**src/rtl/dtr_pkg.sv**
```systemverilog
package dtr_pkg;
  localparam int DW        = 32;
  localparam int AW        = 12;
  localparam int NTMR      = 2;
  localparam int CTRL_BITS = 4;

  // per-channel word offsets (paddr[4:2])
  localparam logic [2:0] OFF_LOAD  = 3'd0;
  localparam logic [2:0] OFF_COUNT = 3'd1;
  localparam logic [2:0] OFF_CTRL  = 3'd2;
  localparam logic [2:0] OFF_CLR   = 3'd3;
  localparam logic [2:0] OFF_RAW   = 3'd4;
  localparam logic [2:0] OFF_MASK  = 3'd5;
  localparam logic [2:0] OFF_BGLD  = 3'd6;

  // word indices (paddr[11:2]) of the test and identification area
  localparam logic [9:0] W_TCTRL   = 10'h3C0;
  localparam logic [9:0] W_TOUT    = 10'h3C1;
  localparam logic [6:0] W_ID_HI   = 7'h7F;

  typedef struct packed {
    logic irq_en;
    logic oneshot;
    logic periodic;
    logic run;
  } tmr_ctrl_t;

  localparam tmr_ctrl_t CTRL_RESET = '{irq_en: 1'b1, oneshot: 1'b0, periodic: 1'b0, run: 1'b0};

  // count after one step: decrement, or reload/wrap from zero
  function automatic logic [DW-1:0] next_count(input logic [DW-1:0] cur,
                                               input logic [DW-1:0] ld,
                                               input tmr_ctrl_t   c);
    if (cur != '0)        return cur - DW'(1);
    else if (c.oneshot)   return '0;
    else if (c.periodic)  return ld;
    else                  return '1;
  endfunction

  function automatic logic [7:0] id_byte(input logic [2:0] idx);
    case (idx)
      3'd0: return 8'h04;
      3'd1: return 8'h18;
      3'd2: return 8'h14;
      3'd3: return 8'h00;
      3'd4: return 8'h0D;
      3'd5: return 8'hF0;
      3'd6: return 8'h05;
      default: return 8'hB1;
    endcase
  endfunction
endpackage

```
**src/rtl/dtr_channel.sv**
```systemverilog
module dtr_channel
  import dtr_pkg::*;
(
  input  logic          clk,
  input  logic          rst_n,
  input  logic          tick,
  input  logic          wr_load,
  input  logic          wr_bgload,
  input  logic          wr_ctrl,
  input  logic          wr_clr,
  input  logic [DW-1:0] wdata,
  output logic [DW-1:0] load_q,
  output logic [DW-1:0] count_q,
  output tmr_ctrl_t     ctrl_q,
  output logic          raw_q
);
  logic count_step;
  logic hit_zero;

  assign count_step = tick && ctrl_q.run && !(ctrl_q.oneshot && count_q == '0);
  assign hit_zero   = count_step && !wr_load && count_q == DW'(1);

  always_ff @(posedge clk or negedge rst_n) begin
    if (!rst_n) begin
      load_q  <= '0;
      count_q <= '1;
      ctrl_q  <= CTRL_RESET;
      raw_q   <= 1'b0;
    end else begin
      if (wr_ctrl) ctrl_q <= tmr_ctrl_t'(wdata[CTRL_BITS-1:0]);
      if (wr_load) begin
        load_q  <= wdata;
        count_q <= wdata;
      end else begin
        if (wr_bgload) load_q <= wdata;
        if (count_step) count_q <= next_count(count_q, load_q, ctrl_q);
      end
      if (hit_zero)    raw_q <= 1'b1;
      else if (wr_clr) raw_q <= 1'b0;
    end
  end

  assert_clear_drops_R4: assert property (@(posedge clk) disable iff (!rst_n)
    wr_clr && !hit_zero |=> !raw_q);
  assert_load_immediate_R2: assert property (@(posedge clk) disable iff (!rst_n)
    wr_load |=> count_q == $past(wdata));
  assert_bgload_keeps_count_R2: assert property (@(posedge clk) disable iff (!rst_n)
    wr_bgload && !count_step |=> $stable(count_q));
  assert_oneshot_parks_R3: assert property (@(posedge clk) disable iff (!rst_n)
    ctrl_q.run && ctrl_q.oneshot && count_q == '0 && !wr_load |=> count_q == '0);
endmodule

```
**src/rtl/dtr_irq_route.sv**
```systemverilog
module dtr_irq_route
  import dtr_pkg::*;
(
  input  logic [NTMR-1:0] raw,
  input  logic [NTMR-1:0] en,
  input  logic            test_en,
  input  logic [NTMR-1:0] test_bits,
  output logic [NTMR-1:0] masked,
  output logic [NTMR-1:0] irq,
  output logic            irq_all
);
  always_comb begin
    masked  = raw & en;
    irq     = test_en ? test_bits : masked;
    irq_all = test_en ? |test_bits : |masked;
  end
endmodule

```
**src/rtl/dual_timer_regs.sv**
```systemverilog
module dual_timer_regs
  import dtr_pkg::*;
(
  input  logic            pclk,
  input  logic            presetn,
  input  logic            psel,
  input  logic            penable,
  input  logic            pwrite,
  input  logic [AW-1:0]   paddr,
  input  logic [DW-1:0]   pwdata,
  output logic [DW-1:0]   prdata,
  input  logic [NTMR-1:0] cnt_en,
  output logic [NTMR-1:0] irq_tmr,
  output logic            irq_any
);
  localparam int WIDX = AW - 2;

  logic            acc_wr, acc_rd;
  logic [WIDX-1:0] word;
  logic            tmr_hit, tsel;
  logic [2:0]      roff;

  logic [DW-1:0]   load_v  [NTMR];
  logic [DW-1:0]   count_v [NTMR];
  tmr_ctrl_t       ctrl_v  [NTMR];
  logic [NTMR-1:0] raw_v, en_v, masked_v;

  logic            test_en_q;
  logic [NTMR-1:0] test_bits_q;

  assign acc_wr  = psel && penable && pwrite;
  assign acc_rd  = psel && penable && !pwrite;
  assign word    = paddr[AW-1:2];
  assign tmr_hit = (paddr[AW-1:6] == '0) && (paddr[4:2] != 3'd7);
  assign tsel    = paddr[5];
  assign roff    = paddr[4:2];

  for (genvar g = 0; g < NTMR; g++) begin : g_tmr
    logic hit;
    assign hit = acc_wr && tmr_hit && (tsel == 1'(g));
    dtr_channel u_chan (
      .clk       (pclk),
      .rst_n     (presetn),
      .tick      (cnt_en[g]),
      .wr_load   (hit && roff == OFF_LOAD),
      .wr_bgload (hit && roff == OFF_BGLD),
      .wr_ctrl   (hit && roff == OFF_CTRL),
      .wr_clr    (hit && roff == OFF_CLR),
      .wdata     (pwdata),
      .load_q    (load_v[g]),
      .count_q   (count_v[g]),
      .ctrl_q    (ctrl_v[g]),
      .raw_q     (raw_v[g])
    );
    assign en_v[g] = ctrl_v[g].irq_en;
  end

  always_ff @(posedge pclk or negedge presetn) begin
    if (!presetn) begin
      test_en_q   <= 1'b0;
      test_bits_q <= '0;
    end else if (acc_wr) begin
      if (word == W_TCTRL) test_en_q   <= pwdata[0];
      if (word == W_TOUT)  test_bits_q <= pwdata[NTMR-1:0];
    end
  end

  dtr_irq_route u_route (
    .raw       (raw_v),
    .en        (en_v),
    .test_en   (test_en_q),
    .test_bits (test_bits_q),
    .masked    (masked_v),
    .irq       (irq_tmr),
    .irq_all   (irq_any)
  );

  always_comb begin
    prdata = '0;
    if (acc_rd) begin
      if (tmr_hit) begin
        case (roff)
          OFF_LOAD, OFF_BGLD: prdata = load_v[tsel];
          OFF_COUNT:          prdata = count_v[tsel];
          OFF_CTRL:           prdata = DW'(ctrl_v[tsel]);
          OFF_RAW:            prdata = DW'(raw_v[tsel]);
          OFF_MASK:           prdata = DW'(masked_v[tsel]);
          default:            prdata = '0;
        endcase
      end else if (word == W_TCTRL) begin
        prdata = DW'(test_en_q);
      end else if (word[WIDX-1:3] == W_ID_HI) begin
        prdata = DW'(id_byte(word[2:0]));
      end
    end
  end

  assert_any_is_or_R6: assert property (@(posedge pclk) disable iff (!presetn)
    irq_any == |irq_tmr);
  assert_test_pins_R7: assert property (@(posedge pclk) disable iff (!presetn)
    test_en_q |-> irq_tmr == test_bits_q);
  assert_pin_needs_flag_R5: assert property (@(posedge pclk) disable iff (!presetn)
    !test_en_q && irq_tmr[0] |-> raw_v[0] && ctrl_v[0].irq_en);
endmodule

```
**config.mk**
```make
export PLATFORM = sky130hd
export DESIGN_NAME = dual_timer_regs
export DESIGN_NICKNAME = d
export VERILOG_FILES = /design/src/rtl/dtr_pkg.sv /design/src/rtl/dtr_channel.sv /design/src/rtl/dtr_irq_route.sv /design/src/rtl/dual_timer_regs.sv
export SDC_FILE = /design/constraint.sdc
export NUM_CORES = 1
export LEC_CHECK = 0
export ABC_AREA = 1
export BUFFER_PORTS_ARGS = -buffer_cell sky130_fd_sc_hd__buf_2
export CORE_UTILIZATION = 27
export DETAILED_ROUTE_END_ITERATION = 12
export GPL_ROUTABILITY_DRIVEN = 0
export SYNTH_ARGS = -nofsm -noshare
export SYNTH_HDL_FRONTEND = slang
export SYNTH_HIERARCHICAL = 1
export SYNTH_SLANG_ARGS = --single-unit
```
**constraint.sdc**
```tcl
create_clock -name pclk -period 3 [get_ports pclk]
set_input_delay 0.9 -clock pclk [delete_from_list [all_inputs] [get_ports pclk]]
set_output_delay 0.9 -clock pclk [all_outputs]
set_load 0.05 [all_outputs]
```
# == Word-level counts from Yosys, hierarchy flattened ==
# Cells that the tools add are included.
# word_totals
inputBits,51
elab_cells,121
regBits,141
# op_classes
n_eq_ne,12
order_cmp,2
addsub,2
bitwise_logic,3
n_reduce_logical,47
muxes,39
# op_table
op,count
32-bit 2-to-1 mux,22
32-bit case mux with 5 select lines,1
"32-bit by 1-bit equality test with 1-bit output, second input constant",2
32-bit zero test,2
32-bit nonzero test,2
"32-bit by 1-bit subtractor with 32-bit output, second input constant",2
8-bit case mux with 7 select lines,1
1-bit logical AND,25
"10-bit equality test, second input constant",2
8-bit 2-to-1 mux,2
4-bit 2-to-1 mux,3
2-bit nonzero test,6
"3-bit equality test, second input constant",3
1-bit 2-to-1 mux,9
"7-bit equality test, second input constant",1
"3-bit by 2-bit equality test with 1-bit output, second input constant",2
6-bit zero test,1
2-bit OR reduction,3
1-bit zero test,5
2-bit AND reduction,2
"3-bit by 1-bit equality test with 1-bit output, second input constant",1
3-bit zero test,1
"3-bit != test, second input constant",1
2-bit AND,1
other kinds (5),5

# == Logic depth before layout (Yosys ltp) ==
# Gate-level depths: netlist of the first run.
# logic_depth
depth_word,9
ltp_mapped,13

# == Hierarchy ==
# The synthesis of the first run kept the hierarchy.
# modules_own_cells
mod,n_inst,area_each_um2,cells_per_inst,seq_area_each_um2
dtr_channel (g_tmr[0].u_chan),1,4565.6,663,1767.9
dtr_channel (g_tmr[1].u_chan),1,4529.3,654,1767.9
dual_timer_regs,1,1968.1,435,75.1
dtr_irq_route,1,52.6,13,0.0

# == Least setup slack after synthesis of the first run ==
# OpenSTA, ideal clock, no wires.
# synth_timing
kind,input -> output
from,input paddr[5]
to,output prdata[4]
arrival_time_ps,2531
stages,6
slack_ps,-431
required_time_ps,2100
path_cell_list,buf_2 > nand2_1 > nor2_1 > and2_1 > nand2_1 > o21ai_0
# synth_via
elab_chain_len,7
word_cells_on_any_way,14
classes_between,2 x eq/ne; 11 x mux; 1 x bitwise
# synth_lines
element,line,source
"start, declared",dual_timer_regs.sv:9,"input logic [AW-1:0] paddr,"
1-bit inverter with 2-bit output (not written as such),"dual_timer_regs.sv:83, dual_timer_regs.sv:84",
32-bit 2-to-1 mux (on tied branches) (3 in series),"dual_timer_regs.sv:84, dual_timer_regs.sv:83",
32-bit case mux with 5 select lines,dual_timer_regs.sv:82,case (roff)
32-bit 2-to-1 mux (*),dual_timer_regs.sv:81,if (tmr_hit) begin
32-bit 2-to-1 mux (*),dual_timer_regs.sv:80,if (acc_rd) begin
"end, declared",dual_timer_regs.sv:11,"output logic [DW-1:0] prdata,"
# Mark *: on every way between the ends. The rest lies on a longest branch, timed or not. The select of a mux whose other input is x is not followed.

# == Worst setup path after layout of the first run ==
# layout_timing
from,input paddr[4]
to,output prdata[19]
# layout_via
elab_chain_len,5
word_cells_on_any_way,12
classes_between,6 x eq/ne; 3 x mux; 3 x reduce/logical
# layout_lines
element,line
3-bit equality test / 3-bit zero test (equally long branches),dual_timer_regs.sv:82
2-bit OR reduction,dual_timer_regs.sv:82
32-bit case mux with 5 select lines,dual_timer_regs.sv:82
32-bit 2-to-1 mux (*),dual_timer_regs.sv:81
32-bit 2-to-1 mux (*),dual_timer_regs.sv:80
# Mark *: on every way between the ends. The rest lies on a longest branch, timed or not.

==> results of run 1 <==
[cell usage in the layout, fill, tap and decap left out, drive strengths merged, types with 24 or more instances in the layout]
cell type  count
dfstp         66
inv          175
o21ai         47
nand3        182
nand2        724
mux2          26
buf          145
nor2         262
dfrtp         75
a22o          24
clkbuf        30
a21oi         43
[state kept, by name, summed over array words and instances, names as in the netlist]
register / cells
g_tmr.u_chan/raw_q: 2
g_tmr.u_chan/count_q: 64
g_tmr.u_chan/load_q: 64
test_bits_q: 2
g_tmr.u_chan/ctrl_q: 8
test_en_q: 1
[power by group through the flow]
stage	Combinational [W]	Clock [W]	Sequential [W]
3_3_place_gp	0.000665	0	0.00197
2_1_floorplan	0.000402	0	0.00196
4_1_cts	0.000681	0.00208	0.00194
3_5_place_dp	0.000670	0	0.00197
6_report	0.000734	0.00204	0.00194
5_1_grt	0.000800	0.00216	0.00194
[layout make-up]
cell class | instances | area (sq um) | area share
Timing Repair Buffer | 150 | 1463 | 0.1073
Antenna cell | 1 | 2.502 | 0.0001837
Clock inverter | 7 | 65.06 | 0.004775
Multi-Input combinational cell | 1376 | 6669 | 0.4894
Clock buffer | 25 | 485.5 | 0.03563
Inverter | 176 | 673.1 | 0.04940
Tap cell | 525 | 656.9 | 0.04821
Sequential cell | 141 | 3611 | 0.2650
[how the worst max path moves through the flow]
stage                 end  depth (start not counted)  slack (ns)     start
2_1_floorplan  prdata[31]                          7       -0.12  paddr[6]
3_3_place_gp    prdata[8]                          9       -0.11  paddr[3]
3_5_place_dp    prdata[8]                          9       -0.12  paddr[3]
4_1_cts        prdata[12]                         10       -0.02  paddr[4]
5_1_grt        prdata[28]                         10       -0.04  paddr[4]
6_report       prdata[19]                         10      -0.006  paddr[4]
[kinds of logic after synthesis]
logic type      after synthesis  synth area share
mux                          26           0.02634
buf+inv                     248           0.09872
compound gates              135           0.07497
simple gates               1194            0.4572
xor+xnor                     17           0.01339
fa+ha+maj                     4          0.004503
flops                       141            0.3249
[layer usage]
layer,GRT usage,share of wire
met5,0,0
met3,0.02100,0.062
met4,0.09233,0.043
met1,0.2532,0.43
met2,0.3045,0.46
[per-stage QoR]
step | instances | setup TNS [ns] | utilization | setup WS [ns]
5_1_grt | 2401 | -0.4131 | 0.3390 | -0.03940
2_1_floorplan | 1765 | -0.2965 | - | -0.1220
3_3_place_gp | 2358 | -2.183 | 0.3110 | -0.1122
3_5_place_dp | 2358 | -2.554 | 0.3110 | -0.1197
6_report | 2401 | -0.005767 | 0.3390 | -0.005767
4_1_cts | 2393 | -0.08375 | 0.3316 | -0.02078
[timing repair]
item | in CTS | in global routing
pin swaps | 10 | 13
endpoints found under the hold margin | 0 | 0
gates resized for setup | 78 | 53
endpoints found under the setup margin | 31 | 31
buffers inserted | 2 | 3
gates cloned | 1 | 4
==> flow_metrics.env, run 1 <==
export IMPL_synth_commonest_cells="nand2_1 (708), nor2_1 (237), nand3_1 (172)"
export IMPL_endpoint_kind="output port"
export IMPL_required_ns=2.10
export IMPL_ys_ff_latch=141
export IMPL_rows=73
export IMPL_clk_latency_ns=0.43
export IMPL_synthesis_area_sq_um=11120
export IMPL_clock_skew_ns=0.008883
export IMPL_vias=11890
export IMPL_ir_drop_uv=359.4
export IMPL_violations="setup timing"
export IMPL_core_sq_um=40190
export IMPL_final_area_sq_um=13630
export IMPL_finalCriticalPeriod_ns=3.006
export IMPL_drtIter0Drc=1310
export IMPL_yosys_warnings=6
export IMPL_r2r_start="g_tmr[0].u_chan/count_q[0]"
export IMPL_hold_path_class="in2async"
export IMPL_p_sw_frac=0.2840
export IMPL_die_h_microns=204.9
export IMPL_wirelength_microns=40330
export IMPL_crit_fanout=8
export IMPL_clock_fmax_mhz=332.7
export IMPL_slew_headroom=0.5924
export IMPL_dieArea_sq_um=41980
export IMPL_grt_first_pass_wirelength_microns=61760
export IMPL_combPwrFrac=0.156
export IMPL_r2r_slack_ns=0.63
export IMPL_detail_route_vias_per_cell=4.950
export IMPL_grt_max_degree=53
export IMPL_n_fill_cell=4285
export IMPL_seq_area_frac_synth=0.3249
export IMPL_drt_antenna_violating_nets=0
export IMPL_power_total_w=0.004715
export IMPL_cts_sinks=141
export IMPL_final_max_slew_viol_count=0
export IMPL_crit_family="buffers and inverters"
export IMPL_tightest_slew_ns=0.6107
export IMPL_numCtsBuffers=17
export IMPL_synth_nets=1820
export IMPL_clockBufferDepth=2
export IMPL_drive_gt1_frac=0.2043
export IMPL_p_int_w=0.003376
export IMPL_root_buffer="clkbuf_16"
export IMPL_syn_inst=1765
export IMPL_setup_viol=1
export IMPL_period_share=1.002
export IMPL_antenna_found_initial=1
export IMPL_hold_violations=0
export IMPL_yosysTopAreaCell="nand2_1"
export IMPL_holdWs_ns=0.3676
export IMPL_power_frac_seq=0.411
export IMPL_critPathKind="in2out"
export IMPL_startpoint_type="input pin"
export IMPL_wire_per_inst_microns=16.80
export IMPL_reg2reg_to="g_tmr[0].u_chan/count_q[21]"
export IMPL_synth_top_area_share=0.2391
export IMPL_grt_overflow_total=0
export IMPL_worst_r2r_path_depth=12
export IMPL_grt_pass1_vias=11150
export IMPL_synth_most_common_cell="nand2_1"
export IMPL_leakagePower_nw=6.900
export IMPL_pin_count=86
export IMPL_first_pass_iters=6
export IMPL_globalRouteTotalUtil=0.1900
export IMPL_cp_num_buf_inv=4
export IMPL_synth_flop_cell="dfrtp_1"
export IMPL_yosysUniqueCellTypes=38
export IMPL_cts_tree="built"
export IMPL_slowest_stage="buf_12"
export IMPL_drc=0
export IMPL_dp_hpwl_microns=29590
export IMPL_status="complete, but fails checks"
export IMPL_synth_edf_count=0
export IMPL_cts_clk_slew_worst_paths_ns=0.06
export IMPL_start_util=0.2766
export IMPL_syn_area_per_cell_sq_um=6.298
export IMPL_die_x_microns=204.9
export IMPL_clkPwrFrac=0.434
export IMPL_worstPathArrival_ns=2.11
export IMPL_cts_htree_levels=4
export IMPL_maxCapViolCount=0
export IMPL_dpl_cell_area_sq_um=12500
export IMPL_cts_hold_buf=0
export IMPL_power_density_nw_per_um2=346.1
export IMPL_synthTopCellsByArea="nand2_1 (24%), dfrtp_1 (17%), dfstp_2 (16%), nor2_1 (8.0%), nand3_1 (7.7%)"
export IMPL_fin_ws_ns=-0.005767
export IMPL_critical_path_max_stage_delay_ns=0.21
export IMPL_nets=1917
export IMPL_layout_area_overhead_vs_synth_pct=22.58
export IMPL_synthArstFlopShare=1.000
export IMPL_switching_power_w=0.001339
export IMPL_crit_chain="buf_6 > nand2_4 > o21ai_2 > nor2_4 > nand2_4 > inv_4 > o21ai_4 > buf_12 > nor2_4 > buf_8"
export IMPL_rsz0062_at_grt="yes"
export IMPL_numPortBuffers=83
No activity file was read; power rests on OpenSTA's default activity.
==> run 2, diff against run 1 <==
- CORE_MARGIN: default -> 3
- SETUP_SLACK_MARGIN: default -> 0.1
- clock period: 3 -> 3.6 ns (I/O delays scaled with it)
==> flow_metrics.env, run 2 (synthesis gave the netlist of run 1 again) <==
export IMPL_status="finished clean"
export IMPL_cts_htree_levels=4
export IMPL_drt_antenna_violating_nets=0
export IMPL_first_pass_iters=7
export IMPL_detail_route_vias_per_cell=4.854
export IMPL_grt_pass1_vias=10860
export IMPL_pin_count=86
export IMPL_leakagePower_nw=6.685
export IMPL_start_util=0.2766
export IMPL_dieArea_sq_um=43640
export IMPL_period_share=0.9718
export IMPL_finalCriticalPeriod_ns=3.498
export IMPL_globalRouteTotalUtil=0.1725
export IMPL_critPathKind="in2out"
export IMPL_cts_sinks=141
export IMPL_clock_skew_ns=0.007235
export IMPL_root_buffer="clkbuf_16"
export IMPL_wire_per_inst_microns=16.38
export IMPL_die_x_microns=208.9
export IMPL_slew_headroom=0.1763
export IMPL_endpoint_kind="output port"
export IMPL_required_ns=2.52
export IMPL_dp_hpwl_microns=29040
export IMPL_hold_violations=0
export IMPL_drtIter0Drc=954
export IMPL_numPortBuffers=83
export IMPL_clk_latency_ns=0.43
export IMPL_maxCapViolCount=0
export IMPL_fin_setup_tns_ns=0
export IMPL_worstPathArrival_ns=2.42
export IMPL_rsz0062_at_grt="yes"
export IMPL_clockBufferDepth=2
export IMPL_cts_clk_slew_worst_paths_ns=0.06
export IMPL_layout_commonest_cell="nand2_1"
export IMPL_grt_first_pass_wirelength_microns=60410
export IMPL_vias=11500
export IMPL_power_density_nw_per_um2=312.7
export IMPL_die_h_microns=208.9
export IMPL_final_max_slew_viol_count=0
export IMPL_drc=0
export IMPL_crit_fanout=17
export IMPL_setup_viol=0
export IMPL_layout_common_cells="nand2_1 (706), nor2_1 (228), nand3_1 (171), inv_1 (167), dfrtp_1 (75)"
export IMPL_wirelength_microns=38810
export IMPL_layout_area_overhead_vs_synth_pct=17.12
export IMPL_rows=73
export IMPL_startpoint_type="input pin"
export IMPL_nets=1885
export IMPL_worst_r2r_path_depth=12
export IMPL_holdWs_ns=0.5251
export IMPL_antenna_found_initial=1
export IMPL_drive_gt1_frac=0.1709
export IMPL_numCtsBuffers=17
export IMPL_r2r_slack_ns=1.03
export IMPL_grt_overflow_total=0
export IMPL_grt_max_degree=71
export IMPL_cts_tree="built"
export IMPL_largestRegisters="g_tmr.u_chan/count_q x64, g_tmr.u_chan/load_q x64, g_tmr.u_chan/ctrl_q x8"
export IMPL_holdPathStages=2
export IMPL_clock_fmax_mhz=285.8
export IMPL_tightest_slew_ns=1.234
export IMPL_core_sq_um=40190
export IMPL_hold_path_class="reg2reg"
export IMPL_ir_drop_uv=300.1
run 2: changes by cell type in the layout (fill, tap and decap cells not counted), moves of 3 or more:
cell       change
buf_6         -25
nor2_1        +24
nor2_4        -22
buf_2         +12
buf_4         -12
buf_8          -9
nand2_1        +9
nand2_2        -8
clkbuf_4       +4
inv_1          +4
bufinv_16      +3
clkbuf_1       -3
run 2: where the power goes:
group | internal, W | leakage, nW | switching, W
Combinational | 0.000180 | 4.92 | 0.000381
Clock | 0.00119 | 0.295 | 0.000704
Sequential | 0.00160 | 1.47 | 0.0000124
run 2: critical path: stages:
cell	delay [ns]
clkbuf_4	0.16
inv_4	0.09
nand2_2	0.07
nor2_4	0.12
buf_12	0.13
clkbuf_16	0.18
a22o_1	0.22
inv_1	0.05
nor2_1	0.12
buf_6	0.17
run 2: metrics by stage:
stage / instances / area [sq um] / util / power [W] / worst slack, ns
after floorplan: 1765 / 11120 / - / 0.001962 / -0.0006279
after global placement: 2330 / 12140 / 0.3020 / 0.002169 / 0.04179
after detailed placement: 2330 / 12140 / 0.3020 / 0.002171 / 0.05042
after CTS: 2362 / 12790 / 0.3182 / 0.004084 / 0.1010
after global routing: 2369 / 13020 / 0.3239 / 0.004230 / 0.05421
final: 2369 / 13020 / 0.3239 / 0.004070 / 0.1015
run 2: what timing repair did:
action | CTS | global route
resized for setup | 10 | 52
pin swaps | 0 | 4
setup buffers | 0 | 3
endpoints found under the hold margin | 0 | 0
hold buffers | 0 | 0
gates cloned | 0 | 3
setup endpoints to repair | 10 | 32
run 2: path summary, 6_finish.rpt:
| path | start | to |
|---|---|---|
| setup / recovery | paddr[3] | prdata[11] |
| hold / removal | test_bits_q[0] | test_bits_q[0] |
| max in group asynchronous | presetn | g_tmr[1].u_chan/count_q[26] |
| setup reg to reg | g_tmr[1].u_chan/count_q[0] | g_tmr[1].u_chan/count_q[3] |
| min in group asynchronous | presetn | g_tmr[1].u_chan/ctrl_q[2] |
| hold reg to reg | test_bits_q[0] | test_bits_q[0] |
run 2: layout make-up:
| cell class | count | area (sq um) |
|---|---|---|
| multi-input combinational | 1376 | 6464 |
| inverter | 176 | 665.6 |
| sequential | 141 | 3611 |
| tap | 525 | 656.9 |
| timing repair buffer | 118 | 993.5 |
| clock inverter | 11 | 165.2 |
| clock buffer | 21 | 460.4 |
| fill | 4393 | 27170 |
| antenna | 1 | 2.502 |
run 2: per-layer routing:
layer	track usage	vias to the layer above	routed length [microns]
li1	-	5660	-
met1	0.2320	5340	16770
met2	0.2831	408	18140
met3	0.01892	91	2214
met4	0.07044	0	1683
met5	0	-	0
